File: config.mk
export PLATFORM = sky130hd
export DESIGN_NAME = pwrup_rst_seq
export DESIGN_NICKNAME = d
export VERILOG_FILES = /design/src/rtl/pwrseq_pkg.sv /design/src/rtl/pwrseq_sync.sv /design/src/rtl/pwrseq_stage_timer.sv /design/src/rtl/pwrseq_fsm.sv /design/src/rtl/pwrup_rst_seq.sv
export SDC_FILE = /design/constraint.sdc
export NUM_CORES = 1
export LEC_CHECK = 0
export ABC_CLOCK_PERIOD_IN_PS = 1900
export BUFFER_PORTS_ARGS = -buffer_cell sky130_fd_sc_hd__buf_4
export CORE_UTILIZATION = 40
export CTS_BUF_LIST = sky130_fd_sc_hd__clkbuf_4 sky130_fd_sc_hd__clkbuf_8
export DETAILED_ROUTE_END_ITERATION = 12
export PLACE_DENSITY = 0.65
export SLEW_MARGIN = 20
export SYNTH_ARGS = -nofsm -noshare
export SYNTH_HDL_FRONTEND = slang
export SYNTH_SLANG_ARGS = --single-unit
export TNS_END_PERCENT = 50
File: constraint.sdc
create_clock -name clk -period 1.9 [get_ports clk]
set_input_delay 0.095 -clock clk [delete_from_list [all_inputs] [get_ports clk]]
set_output_delay 0.095 -clock clk [all_outputs]
set_load 0.01 [all_outputs]
File: src/rtl/pwrseq_pkg.sv
package pwrseq_pkg;

  typedef enum logic [2:0] {
    ST_POR  = 3'd0,
    ST_BOR  = 3'd1,
    ST_PWRT = 3'd2,
    ST_OSC  = 3'd3,
    ST_LOCK = 3'd4,
    ST_RUN  = 3'd5,
    ST_MON  = 3'd6
  } seq_st_e;

  function automatic int unsigned max2(input int unsigned a, input int unsigned b);
    return (a > b) ? a : b;
  endfunction

  function automatic int unsigned cnt_width(input int unsigned top);
    int unsigned w;
    w = 1;
    while ((top >> w) != 0) w++;
    return w;
  endfunction

endpackage

File: src/rtl/pwrseq_sync.sv
module pwrseq_sync #(
  parameter int unsigned W      = 3,
  parameter int unsigned STAGES = 2
) (
  input  logic         clk,
  input  logic         rst_n,
  input  logic [W-1:0] d_a,
  output logic [W-1:0] q_s
);

  logic [W-1:0] pipe [STAGES];

  for (genvar s = 0; s < STAGES; s++) begin : g_stage
    if (s == 0) begin : g_first
      always_ff @(posedge clk or negedge rst_n) begin
        if (!rst_n) pipe[s] <= '0;
        else        pipe[s] <= d_a;
      end
    end else begin : g_next
      always_ff @(posedge clk or negedge rst_n) begin
        if (!rst_n) pipe[s] <= '0;
        else        pipe[s] <= pipe[s-1];
      end
    end
  end

  assign q_s = pipe[STAGES-1];

endmodule

File: src/rtl/pwrseq_stage_timer.sv
module pwrseq_stage_timer #(
  parameter int unsigned CW = 4
) (
  input  logic          clk,
  input  logic          rst_n,
  input  logic          clr,
  input  logic          inc,
  input  logic [CW-1:0] limit,
  output logic          done
);

  logic [CW-1:0] cnt_q, cnt_d;

  always_comb begin
    cnt_d = cnt_q;
    if (clr)      cnt_d = '0;
    else if (inc) cnt_d = cnt_q + CW'(1);
  end

  always_ff @(posedge clk or negedge rst_n) begin
    if (!rst_n) cnt_q <= '0;
    else        cnt_q <= cnt_d;
  end

  assign done = (cnt_q == limit);

  // The count never runs past the limit of the stage it is timing (R13: zero stays zero)
  assert_cnt_bound_R13: assert property (@(posedge clk) disable iff (!rst_n)
    cnt_q <= limit);

  assert_clear_zero_R11: assert property (@(posedge clk) disable iff (!rst_n)
    clr |=> (cnt_q == '0));

endmodule

File: src/rtl/pwrseq_fsm.sv
module pwrseq_fsm
  import pwrseq_pkg::*;
#(
  parameter int unsigned CW     = 4,
  parameter logic [CW-1:0] L_POR  = '0,
  parameter logic [CW-1:0] L_BOR  = '0,
  parameter logic [CW-1:0] L_PWRT = '0,
  parameter logic [CW-1:0] L_OST  = '0,
  parameter logic [CW-1:0] L_LOCK = '0,
  parameter logic [CW-1:0] L_MON  = '0
) (
  input  logic          clk,
  input  logic          rst_n,
  input  logic          por_s,
  input  logic          bor_s,
  input  logic          osc_s,
  input  logic          pll_sel,
  input  logic          mon_cfg_en,
  input  logic          tmr_done,
  output logic          tmr_clr,
  output logic          tmr_inc,
  output logic [CW-1:0] tmr_limit,
  output logic          sys_rst,
  output logic          osc_en,
  output logic          fetch_go,
  output logic          mon_en,
  output logic [2:0]    seq_state
);

  seq_st_e st_q, st_d;
  logic    rst_q, oen_q, fetch_q, mon_q;

  // Next-state and counter control
  always_comb begin
    st_d    = st_q;
    tmr_clr = 1'b0;
    tmr_inc = 1'b0;
    if (!por_s) begin
      st_d    = ST_POR;
      tmr_clr = 1'b1;
    end else if (!bor_s && (st_q != ST_POR)) begin
      st_d    = ST_BOR;
      tmr_clr = 1'b1;
    end else begin
      unique case (st_q)
        ST_POR: begin
          if (tmr_done) begin st_d = ST_BOR; tmr_clr = 1'b1; end
          else tmr_inc = 1'b1;
        end
        ST_BOR: begin
          if (tmr_done) begin st_d = ST_PWRT; tmr_clr = 1'b1; end
          else tmr_inc = 1'b1;
        end
        ST_PWRT: begin
          if (tmr_done) begin st_d = ST_OSC; tmr_clr = 1'b1; end
          else tmr_inc = 1'b1;
        end
        ST_OSC: begin
          if (!osc_s) tmr_clr = 1'b1;
          else if (tmr_done) begin
            st_d    = pll_sel ? ST_LOCK : ST_RUN;
            tmr_clr = 1'b1;
          end else tmr_inc = 1'b1;
        end
        ST_LOCK: begin
          if (tmr_done) begin st_d = ST_RUN; tmr_clr = 1'b1; end
          else tmr_inc = 1'b1;
        end
        ST_RUN: begin
          if (tmr_done) begin st_d = ST_MON; tmr_clr = 1'b1; end
          else tmr_inc = 1'b1;
        end
        ST_MON:  tmr_clr = 1'b1;
        default: begin st_d = ST_POR; tmr_clr = 1'b1; end
      endcase
    end
  end

  // Limit of the stage being timed
  always_comb begin
    unique case (st_q)
      ST_POR:  tmr_limit = L_POR;
      ST_BOR:  tmr_limit = L_BOR;
      ST_PWRT: tmr_limit = L_PWRT;
      ST_OSC:  tmr_limit = L_OST;
      ST_LOCK: tmr_limit = L_LOCK;
      ST_RUN:  tmr_limit = L_MON;
      default: tmr_limit = '0;
    endcase
  end

  // State and registered outputs
  always_ff @(posedge clk or negedge rst_n) begin
    if (!rst_n) begin
      st_q    <= ST_POR;
      rst_q   <= 1'b1;
      oen_q   <= 1'b0;
      fetch_q <= 1'b0;
      mon_q   <= 1'b0;
    end else begin
      st_q    <= st_d;
      rst_q   <= (st_d == ST_POR) || (st_d == ST_BOR) || (st_d == ST_PWRT);
      oen_q   <= !((st_d == ST_POR) || (st_d == ST_BOR) || (st_d == ST_PWRT));
      fetch_q <= (st_d == ST_RUN) && (st_q != ST_RUN);
      mon_q   <= (st_d == ST_MON) && mon_cfg_en;
    end
  end

  assign sys_rst   = rst_q;
  assign osc_en    = oen_q;
  assign fetch_go  = fetch_q;
  assign mon_en    = mon_q;
  assign seq_state = st_q;

  assert_por_drop_R12: assert property (@(posedge clk) disable iff (!rst_n)
    !por_s |=> (st_q == ST_POR) && sys_rst);

  assert_bor_drop_R11: assert property (@(posedge clk) disable iff (!rst_n)
    (por_s && !bor_s && (st_q != ST_POR)) |=> (st_q == ST_BOR) && sys_rst);

  assert_rst_release_R5: assert property (@(posedge clk) disable iff (!rst_n)
    $fell(sys_rst) |-> ($past(st_q) == ST_PWRT));

  assert_fetch_pulse_R9: assert property (@(posedge clk) disable iff (!rst_n)
    fetch_go |=> !fetch_go);

  assert_fetch_entry_R9: assert property (@(posedge clk) disable iff (!rst_n)
    fetch_go |-> (($past(st_q) == ST_OSC) || ($past(st_q) == ST_LOCK)));

  assert_lock_order_R8: assert property (@(posedge clk) disable iff (!rst_n)
    (st_q == ST_LOCK) |-> (($past(st_q) == ST_LOCK) || ($past(st_q) == ST_OSC)));

  assert_mon_gate_R10: assert property (@(posedge clk) disable iff (!rst_n)
    mon_en |-> (st_q == ST_MON));

endmodule

File: src/rtl/pwrup_rst_seq.sv
module pwrup_rst_seq
  import pwrseq_pkg::*;
#(
  parameter int unsigned P_POR  = 15,
  parameter int unsigned P_BOR  = 15,
  parameter int unsigned P_PWRT = 1023,
  parameter int unsigned P_OST  = 1023,
  parameter int unsigned P_LOCK = 255,
  parameter int unsigned P_MON  = 63
) (
  input  logic       clk,
  input  logic       rst_n,
  input  logic       por_ok_a,
  input  logic       bor_ok_a,
  input  logic       osc_rdy_a,
  input  logic       pll_sel,
  input  logic       mon_cfg_en,
  output logic       sys_rst,
  output logic       osc_en,
  output logic       fetch_go,
  output logic       mon_en,
  output logic [2:0] seq_state
);

  localparam int unsigned MAXC = max2(max2(max2(P_POR, P_BOR), max2(P_PWRT, P_OST)),
                                      max2(P_LOCK, P_MON));
  localparam int unsigned CW   = cnt_width(MAXC);

  logic [2:0]    flags_s;
  logic          tmr_clr, tmr_inc, tmr_done;
  logic [CW-1:0] tmr_limit;

  pwrseq_sync #(.W(3), .STAGES(2)) u_sync (
    .clk   (clk),
    .rst_n (rst_n),
    .d_a   ({osc_rdy_a, bor_ok_a, por_ok_a}),
    .q_s   (flags_s)
  );

  pwrseq_stage_timer #(.CW(CW)) u_tmr (
    .clk   (clk),
    .rst_n (rst_n),
    .clr   (tmr_clr),
    .inc   (tmr_inc),
    .limit (tmr_limit),
    .done  (tmr_done)
  );

  pwrseq_fsm #(
    .CW     (CW),
    .L_POR  (CW'(P_POR)),
    .L_BOR  (CW'(P_BOR)),
    .L_PWRT (CW'(P_PWRT)),
    .L_OST  (CW'(P_OST)),
    .L_LOCK (CW'(P_LOCK)),
    .L_MON  (CW'(P_MON))
  ) u_fsm (
    .clk        (clk),
    .rst_n      (rst_n),
    .por_s      (flags_s[0]),
    .bor_s      (flags_s[1]),
    .osc_s      (flags_s[2]),
    .pll_sel    (pll_sel),
    .mon_cfg_en (mon_cfg_en),
    .tmr_done   (tmr_done),
    .tmr_clr    (tmr_clr),
    .tmr_inc    (tmr_inc),
    .tmr_limit  (tmr_limit),
    .sys_rst    (sys_rst),
    .osc_en     (osc_en),
    .fetch_go   (fetch_go),
    .mon_en     (mon_en),
    .seq_state  (seq_state)
  );

  assert_osc_vs_rst_R6: assert property (@(posedge clk) disable iff (!rst_n)
    osc_en == !sys_rst);

endmodule

---- Word level (Yosys, flattened, before mapping) ----
Cells that the tools add are included.
word-level totals
  register bits after elaboration ......... 23
  input bits .............................. 7
  word-level logic and storage cells ...... 59
operators by class
  add/sub/neg operators ................... 1
  eq/ne operators ......................... 12
  mux-type cells .......................... 24
  reduce and logical (&&, ||, !) cells .... 14
operators by type and width
  operator                                                                count
  10-bit one-hot mux with 4 select lines                                  1
  3-bit 2-to-1 mux                                                        9
  3-bit one-hot mux with 7 select lines                                   1
  10-bit 2-to-1 mux                                                       2
  3-bit equality test (second input constant)                             5
  10-bit by 1-bit adder with 10-bit output (second input constant)        1
  10-bit equality test                                                    1
  3-bit by 2-bit equality test with 1-bit output (second input constant)  3
  1-bit 2-to-1 mux                                                        9
  3-bit by 1-bit equality test with 1-bit output (second input constant)  2
  3-bit logical NOT                                                       2
  5-bit OR reduction                                                      1
  1-bit one-hot mux with 2 select lines                                   2
  2-bit OR reduction                                                      2
  1-bit logical AND                                                       3
  3-bit inequality test (second input constant)                           1
  3-bit nonzero test                                                      1
  1-bit logical NOT                                                       2
  1-bit logical OR                                                        2
  2-bit nonzero test                                                      1

---- Logic depth before layout (Yosys ltp) ----
Gate-level depths: netlist of the first run.
  depth after elaboration ................. 13
  mapped depth ............................ 8
  gate-level depth less buffers ........... 6

---- Cells and area by module ----
Synthesis of the first run repeated with hierarchy kept, for this count alone.
unflattened totals
  cell total of the unflattened synthesis .. 131
  area total of the unflattened synthesis .. 1326.3 µm²
modules (own cells, without submodules)
  module              instances  cells an instance  area an instance (µm²)  sequential area each (µm²)
  pwrseq_stage_timer  1          61                 594.3                   250.2
  pwrseq_fsm          1          61                 559.3                   176.4
  pwrseq_sync         1          9                  172.7                   150.1

---- Least setup slack after synthesis of the first run ----
No wires, ideal clock.
  kind .................................... register to register
  start ................................... register u_fsm.st_q[1] (netlist: u_fsm.seq_state[1])
  end ..................................... register u_fsm.oen_q (netlist: u_fsm.osc_en)
  arrival time ............................ 1958 ps
  data required time ...................... 1782 ps
  slack ................................... -176 ps
  stages on the path, launching flop included .. 7
  path through ............................ dfrtp_1 > inv_1 > or4_4 > a2111oi_4 > mux2i_1 > a21oi_2 > a21o_1
between the ends
  word-level cells in the longest chain between the ends .. 13
  elaborated cells between the ends (all ways) .. 29
  those cells by class .................... eq/ne (9); mux (11); reduce/logical (9)
RTL lines
  what                                                                                        RTL line                            text
  from (decl)                                                                                 pwrseq_fsm.sv:30                    seq_st_e st_q, st_d;
  from (signal assigned)                                                                      pwrseq_fsm.sv:101                   st_q <= st_d;
  3-bit by 2-bit equality test with 1-bit output, or another cell as far along                pwrseq_fsm.sv:45, pwrseq_fsm.sv:81
  2-bit OR reduction (no line)                                                                --
  10-bit one-hot mux with 4 select lines                                                      pwrseq_fsm.sv:81                    unique case (st_q)
  10-bit equality test                                                                        pwrseq_stage_timer.sv:25            assign done = (cnt_q == limit);
  3-bit 2-to-1 mux                                                                            pwrseq_fsm.sv:60                    else if (tmr_done) begin
  3-bit 2-to-1 mux                                                                            pwrseq_fsm.sv:59                    if (!osc_s) tmr_clr = 1'b1;
  3-bit one-hot mux with 7 select lines                                                       pwrseq_fsm.sv:45                    unique case (st_q)
  3-bit 2-to-1 mux (*)                                                                        pwrseq_fsm.sv:41                    end else if (!bor_s && (st_q != ST_POR)) begin
  3-bit 2-to-1 mux (*)                                                                        pwrseq_fsm.sv:38                    if (!por_s) begin
  via u_fsm.st_d[0]                                                                           pwrseq_fsm.sv:30
  3-bit by 1-bit equality test with 1-bit output / 3-bit logical NOT (equally long branches)  pwrseq_fsm.sv:103                   oen_q <= !((st_d == ST_POR) || (st_d == ST_BOR) || (st_d == ST_PWRT));
  1-bit logical OR                                                                            pwrseq_fsm.sv:103
  1-bit logical OR (*)                                                                        pwrseq_fsm.sv:103
  1-bit logical NOT (*)                                                                       pwrseq_fsm.sv:103
  to (signal assigned)                                                                        pwrseq_fsm.sv:103
  to (decl)                                                                                   pwrseq_fsm.sv:31                    logic rst_q, oen_q, fetch_q, mon_q;
The timed path passes the listed nets; every way through them passes the cells marked *.
A chain may end at the register's enable or synchronous reset.

---- Final worst setup path of the first run ----
  start ................................... register u_fsm.st_q[2] (netlist: u_fsm.seq_state[2])
  end ..................................... register u_fsm.oen_q (netlist: u_fsm.osc_en)
Same word-level chain as after synthesis.

==> flow_summary.ini, run 1 <==
[outcome]
status = complete, but fails checks
violations = setup timing

[cells_and_area]
stdcell_count = 177
drive_gt1_frac = 0.4014
final_cell_area_um2 = 1556
seqCellArea_um2 = 576.8
fill_cells = 222
nets = 156
multi_input_area_um2 = 561.8
syn_to_final_growth_pct = 41.04
antenna_cells = 0

[route]
wl_per_cell_um = 12.70
wirelength_um = 2248
drt_iter0_markers = 5
postRouteAntennaNets = 0
vias_per_cell = 4.955
num_vias = 877
drc_errors = 0
drtPass1Iterations = 4

[clock_tree]
clk_pin_slew_ns = 0.12
cts_buffer_depth = 2
clk_latency_ns = 0.30
clock-sinks = 23
root_buffer = clkbuf_4
cts_made_buffers = 3
cts_tree = yes
cts_max_level = 1

[timing]
hold_slack_ns = 0.04361
period_share = 1.094
worst_slew_pin_slew_ns = 0.5340
relSlewSlack = 0.6403
fin_ws_ns = -0.1790
min_period_ns = 2.079
fin_skew_ns = 0.006411
fmax_mhz = 481.0
rsz0062_at_grt = true
finalMaxSlewViolations = 0
finalHoldViolCount = 0
setup_viol = 17

[synth]
synth_area_leaders = dfrtp_1 (50%), nor2_1 (6.5%), xor2_1 (4.0%)
yosysUniqueCellTypes = 39
synth_ff_type = dfrtp_1
synth_edf_count = 0
synth_fp_nets = 114
synth_area_um2 = 1104
syn_area_per_cell_um2 = 10.41
synth_top_area_cell = dfrtp_1
synth_most_common_cell = dfrtp_1
syn_inst = 106
synth_warnings = 0
ys_async_sr_fraction = 1.000
synth_seq_area_share = 0.5227
synth_top_area_frac = 0.4989
synth_commonest_cells = dfrtp_1 (22), nor2_1 (19), nand2_1 (8)
synth-seq-cells = 23

[die]
initial_core_util = 0.4336
boundaryPins = 14
row_count = 18
die_x_um = 54.53
die-area_um2 = 2973
core_area_um2 = 2545
die_h_um = 54.53

[placed_design]
dp_hpwl_um = 1709
postPlaceCellArea_um2 = 1384
gp_congestion = 0.8340
io_buffer_count = 13
placedCellCount = 165

[critical_path]
cp.required_ns = 2.10
r2r_end = u_fsm.osc_en
start_kind = flip-flop
ff2ff_setup_slack_ns = -0.18
cp_cell_sequence = buf_6 > buf_8 > and4b_2 > a211oi_2 > a2111oi_4 > buf_6 > mux2i_4 > nor3_2 > a21o_1
crit_type = flip-flop to flip-flop
crit_top_cell = buf_6
max_stage_delay_ns = 0.42
cp-endpoint = u_fsm.osc_en
critPathMaxFanout = 11
crit_arrival_ns = 2.28
r2r_start = u_fsm.seq_state[2]
crit_slowest_cell = dfrtp_1
endpoint_kind = flip-flop
startpoint = u_fsm.seq_state[2]
reg2regPathDepth = 9

[power_and_ir_drop]
p_leak_nw = 0.7104
power_density_nw_per_um2 = 506.8
max-vdd-ir-drop_mv = 0.4542

[grt]
grt_overflow = 0
grt_use_total = 0.1799
grt_pass1_wl_um = 3691
antenna_found_initial = 0
grt_max_degree = 24
grt_pass1_vias = 841

[min_path]
hp-class = input port to flip-flop

[flow_run]
maxCapViolCount = 0
-- where the power goes --
group	switching (mW)	internal [mW]	total (mW)
clock	0.138	0.0783	0.216
combinational	0.0293	0.0337	0.0629
sequential	0.00830	0.501	0.509
total	0.176	0.613	0.789
-- layer usage --
| metal | GRT usage | share of wire |
|---|---|---|
| met5 | 0 | 0 |
| met4 | 0.07692 | 0.012 |
| met3 | 0.02500 | 0.018 |
| met2 | 0.2947 | 0.50 |
| met1 | 0.2363 | 0.47 |
-- sequential cells by signal, indices dropped and copies added, names as in the netlist --
signal,count
u_fsm.sys_rst,1
u_fsm.fetch_go,1
u_fsm.seq_state,3
u_fsm.mon_en,1
u_sync.pipe,3
u_fsm.osc_en,1
u_tmr.cnt_q,10
u_sync.q_s,3
-- placed cells by master (no fill, tap or decap), types with 3 or more instances in the layout --
cell	instances
xor2_1	5
o21ai_0	4
dlygate4sd3_1	4
clkbuf_4	3
nand3_1	6
nor2_1	19
dfrtp_1	22
buf_4	33
xnor2_1	3
nand2_1	8
-- worst min-delay path by stage --
stage	endpoint	from	depth (start not counted)
after floorplan	u_fsm.fetch_go	rst_n	0
after global placement	u_tmr.cnt_q[4]	rst_n	1
after detailed placement	u_tmr.cnt_q[5]	rst_n	1
after CTS	u_fsm.mon_en	mon_cfg_en	2
after global routing	u_fsm.mon_en	mon_cfg_en	2
final	u_fsm.mon_en	mon_cfg_en	2
-- through the flow --
| stage | worst slack, ns | setup TNS (ns) | util | total power [mW] |
|---|---|---|---|---|
| 2_1_floorplan | -0.1419 | -0.4156 | - | 0.5362 |
| 3_3_place_gp | -0.1735 | -0.8802 | 0.5438 | 0.5718 |
| 3_5_place_dp | -0.2246 | -1.473 | 0.5438 | 0.5742 |
| 4_1_cts | -0.2099 | -1.133 | 0.5777 | 0.8038 |
| 5_1_grt | -0.2577 | -2.389 | 0.6116 | 0.8347 |
| 6_report | -0.1790 | -1.102 | 0.6116 | 0.7888 |
-- kinds of logic after synthesis --
kind of cell    share of synthesized area
simple gates                       0.2313
mux                               0.04081
flops                              0.5227
xor+xnor                          0.07142
fa+ha+maj                         0.01134
compound gates                    0.09978
buf+inv                           0.02268
-- cell type report --
class | count | share of cell area
inverters | 2 | 0.004823
clock inverters | 1 | 0.003215
well taps | 30 | 0.02412
repair buffers | 41 | 0.2219
clock buffers | 3 | 0.01447
flip-flops and latches | 23 | 0.3706
multi-input cells | 77 | 0.3609
-- worst max-delay path, delay by kind of cell, from the launching register on --
kind / cells / cell delay, ns
multiplexers: 1 / 0.23
AND/OR/NAND/NOR: 2 / 0.31
buffers and inverters: 3 / 0.42
AO/OA/AOI/OAI: 3 / 0.59
flip-flops: 1 / 0.42
-- timing repair --
item	CTS	global route
pin swaps	6	5
hold buffers	4	0
setup buffers	2	2
setup endpoints to repair	17	17
resized for setup	1	13
endpoints found under the hold margin	26	0
Power figures use the tool's default switching activity.
==> inputs of run 2 (changes only) <==
Settings changed: SETUP_SLACK_MARGIN set to 0.05.
==> flow_summary.ini, run 2 (same netlist as run 1, synthesis figures left out) <==
[power_and_ir_drop]
power_density_nw_per_um2 = 499.3
p_leak_nw = 0.7036
p_total_mw = 0.7827
max-vdd-ir-drop_mv = 0.4585

[critical_path]
endpoint_kind = flip-flop
crit_type = flip-flop to flip-flop
start_kind = flip-flop
reg2regPathDepth = 6
crit_arrival_ns = 2.32
cp.required_ns = 2.10
critPathMaxFanout = 4

[min_path]
holdPathStages = 2
hp-class = input port to flip-flop

[cells_and_area]
syn_to_final_growth_pct = 42.06
most-common-layout-cells = buf_4 (32), dfrtp_1 (21), nor2_1 (19)
largest_register_ffs = 10
nets = 156
antenna_cells = 0
layout_commonest_cell = buf_4
stdcell_count = 177
top_register = u_tmr.cnt_q
drive_gt1_frac = 0.4014
fill_cells = 211
final_util = 0.6160

[route]
drc_errors = 0
drtPass1Iterations = 4
wirelength_um = 2224
num_vias = 905
vias_per_cell = 5.113
drt_iter0_markers = 14
postRouteAntennaNets = 0
wl_per_cell_um = 12.56

[die]
die_h_um = 54.53
boundaryPins = 14
die_x_um = 54.53
die-area_um2 = 2973
row_count = 18
initial_core_util = 0.4336
core_area_um2 = 2545

[outcome]
status = complete, but fails checks
violations = setup timing

[grt]
antenna_found_initial = 0
grt_max_degree = 24
grt_overflow = 0
grt_pass1_vias = 858
grt_use_total = 0.1802
grt_pass1_wl_um = 3719

[timing]
relSlewSlack = 0.6313
tns_ns = -1.370
period_share = 1.115
finalHoldViolCount = 0
min_period_ns = 2.119
fin_skew_ns = 0.003374
fin_ws_ns = -0.2193
fmax_mhz = 471.9
rsz0062_at_grt = true
finalMaxSlewViolations = 0
worst_slew_pin_slew_ns = 0.5472
setup_viol = 17

[placed_design]
gp_congestion = 0.8360
dp_hpwl_um = 1617
placedCellCount = 165
io_buffer_count = 13

[clock_tree]
clk_latency_ns = 0.30
cts_buffer_depth = 2
clk_pin_slew_ns = 0.12
cts_tree = yes
root_buffer = clkbuf_4
cts_made_buffers = 3
cts_max_level = 1
clock-sinks = 23

[flow_run]
maxCapViolCount = 0
run 2: critical path: stages (launching register included):
cell,delay (ns)
dfrtp_2,0.46
or4_4,0.53
a2111oi_4,0.33
buf_6,0.18
mux2i_2,0.22
a21oi_2,0.11
a21o_1,0.18
run 2: per-stage QoR:
step	area, µm²	hold WS, ns	worst slack [ns]
after floorplan	1110	-0.2006	-0.1419
after global placement	1384	0.001992	-0.1718
after detailed placement	1384	0.001573	-0.2431
after CTS	1496	0.01858	-0.2075
after global routing	1568	0.005056	-0.2892
final	1568	0.02395	-0.2193
run 2: timing repair:
item | in CTS | in global routing
endpoints found under the setup margin | 17 | 17
pin swaps | 7 | 4
buffers inserted | 3 | 1
hold buffers | 4 | 0
endpoints found under the hold margin | 26 | 0
resized for setup | 4 | 13
run 2: path summary, 6_finish.rpt:
| check | startpoint | end | slack, ns |
|---|---|---|---|
| max | u_fsm.seq_state[2] | u_fsm.osc_en | -0.22 |
| min | mon_cfg_en | u_fsm.mon_en | 0.02 |
| max in group asynchronous | rst_n | u_fsm.sys_rst | 1.41 |
| min in group asynchronous | rst_n | u_tmr.cnt_q[3] | 0.20 |
| max reg2reg | u_fsm.seq_state[2] | u_fsm.osc_en | -0.22 |
| min reg2reg | u_sync.pipe[5] | u_sync.q_s[2] | 0.36 |
run 2: report_power, final:
part / switching [mW] / leakage, nW / internal (mW)
combinational: 0.0293 / 0.386 / 0.0324
sequential: 0.00753 / 0.300 / 0.501
clock: 0.134 / 0.0177 / 0.0784
total: 0.171 / 0.704 / 0.612
run 2: layout make-up:
cell class	instances	area [µm²]	area share
sequential	23	578.1	0.3687
multi-input combinational	77	568.0	0.3623
timing repair buffer	41	349.1	0.2227
tap	30	37.54	0.02394
clock buffer	3	22.52	0.01437
inverter	2	7.507	0.004789
clock inverter	1	5.005	0.003192
run 2: per-layer routing:
metal | GRT usage | routed length [µm] | vias up
li1 | - | - | 443
met1 | 0.2351 | 1035 | 450
met2 | 0.2927 | 1115 | 8
met3 | 0.03611 | 46 | 4
met4 | 0.06838 | 27 | 0
met5 | 0 | 0 | -
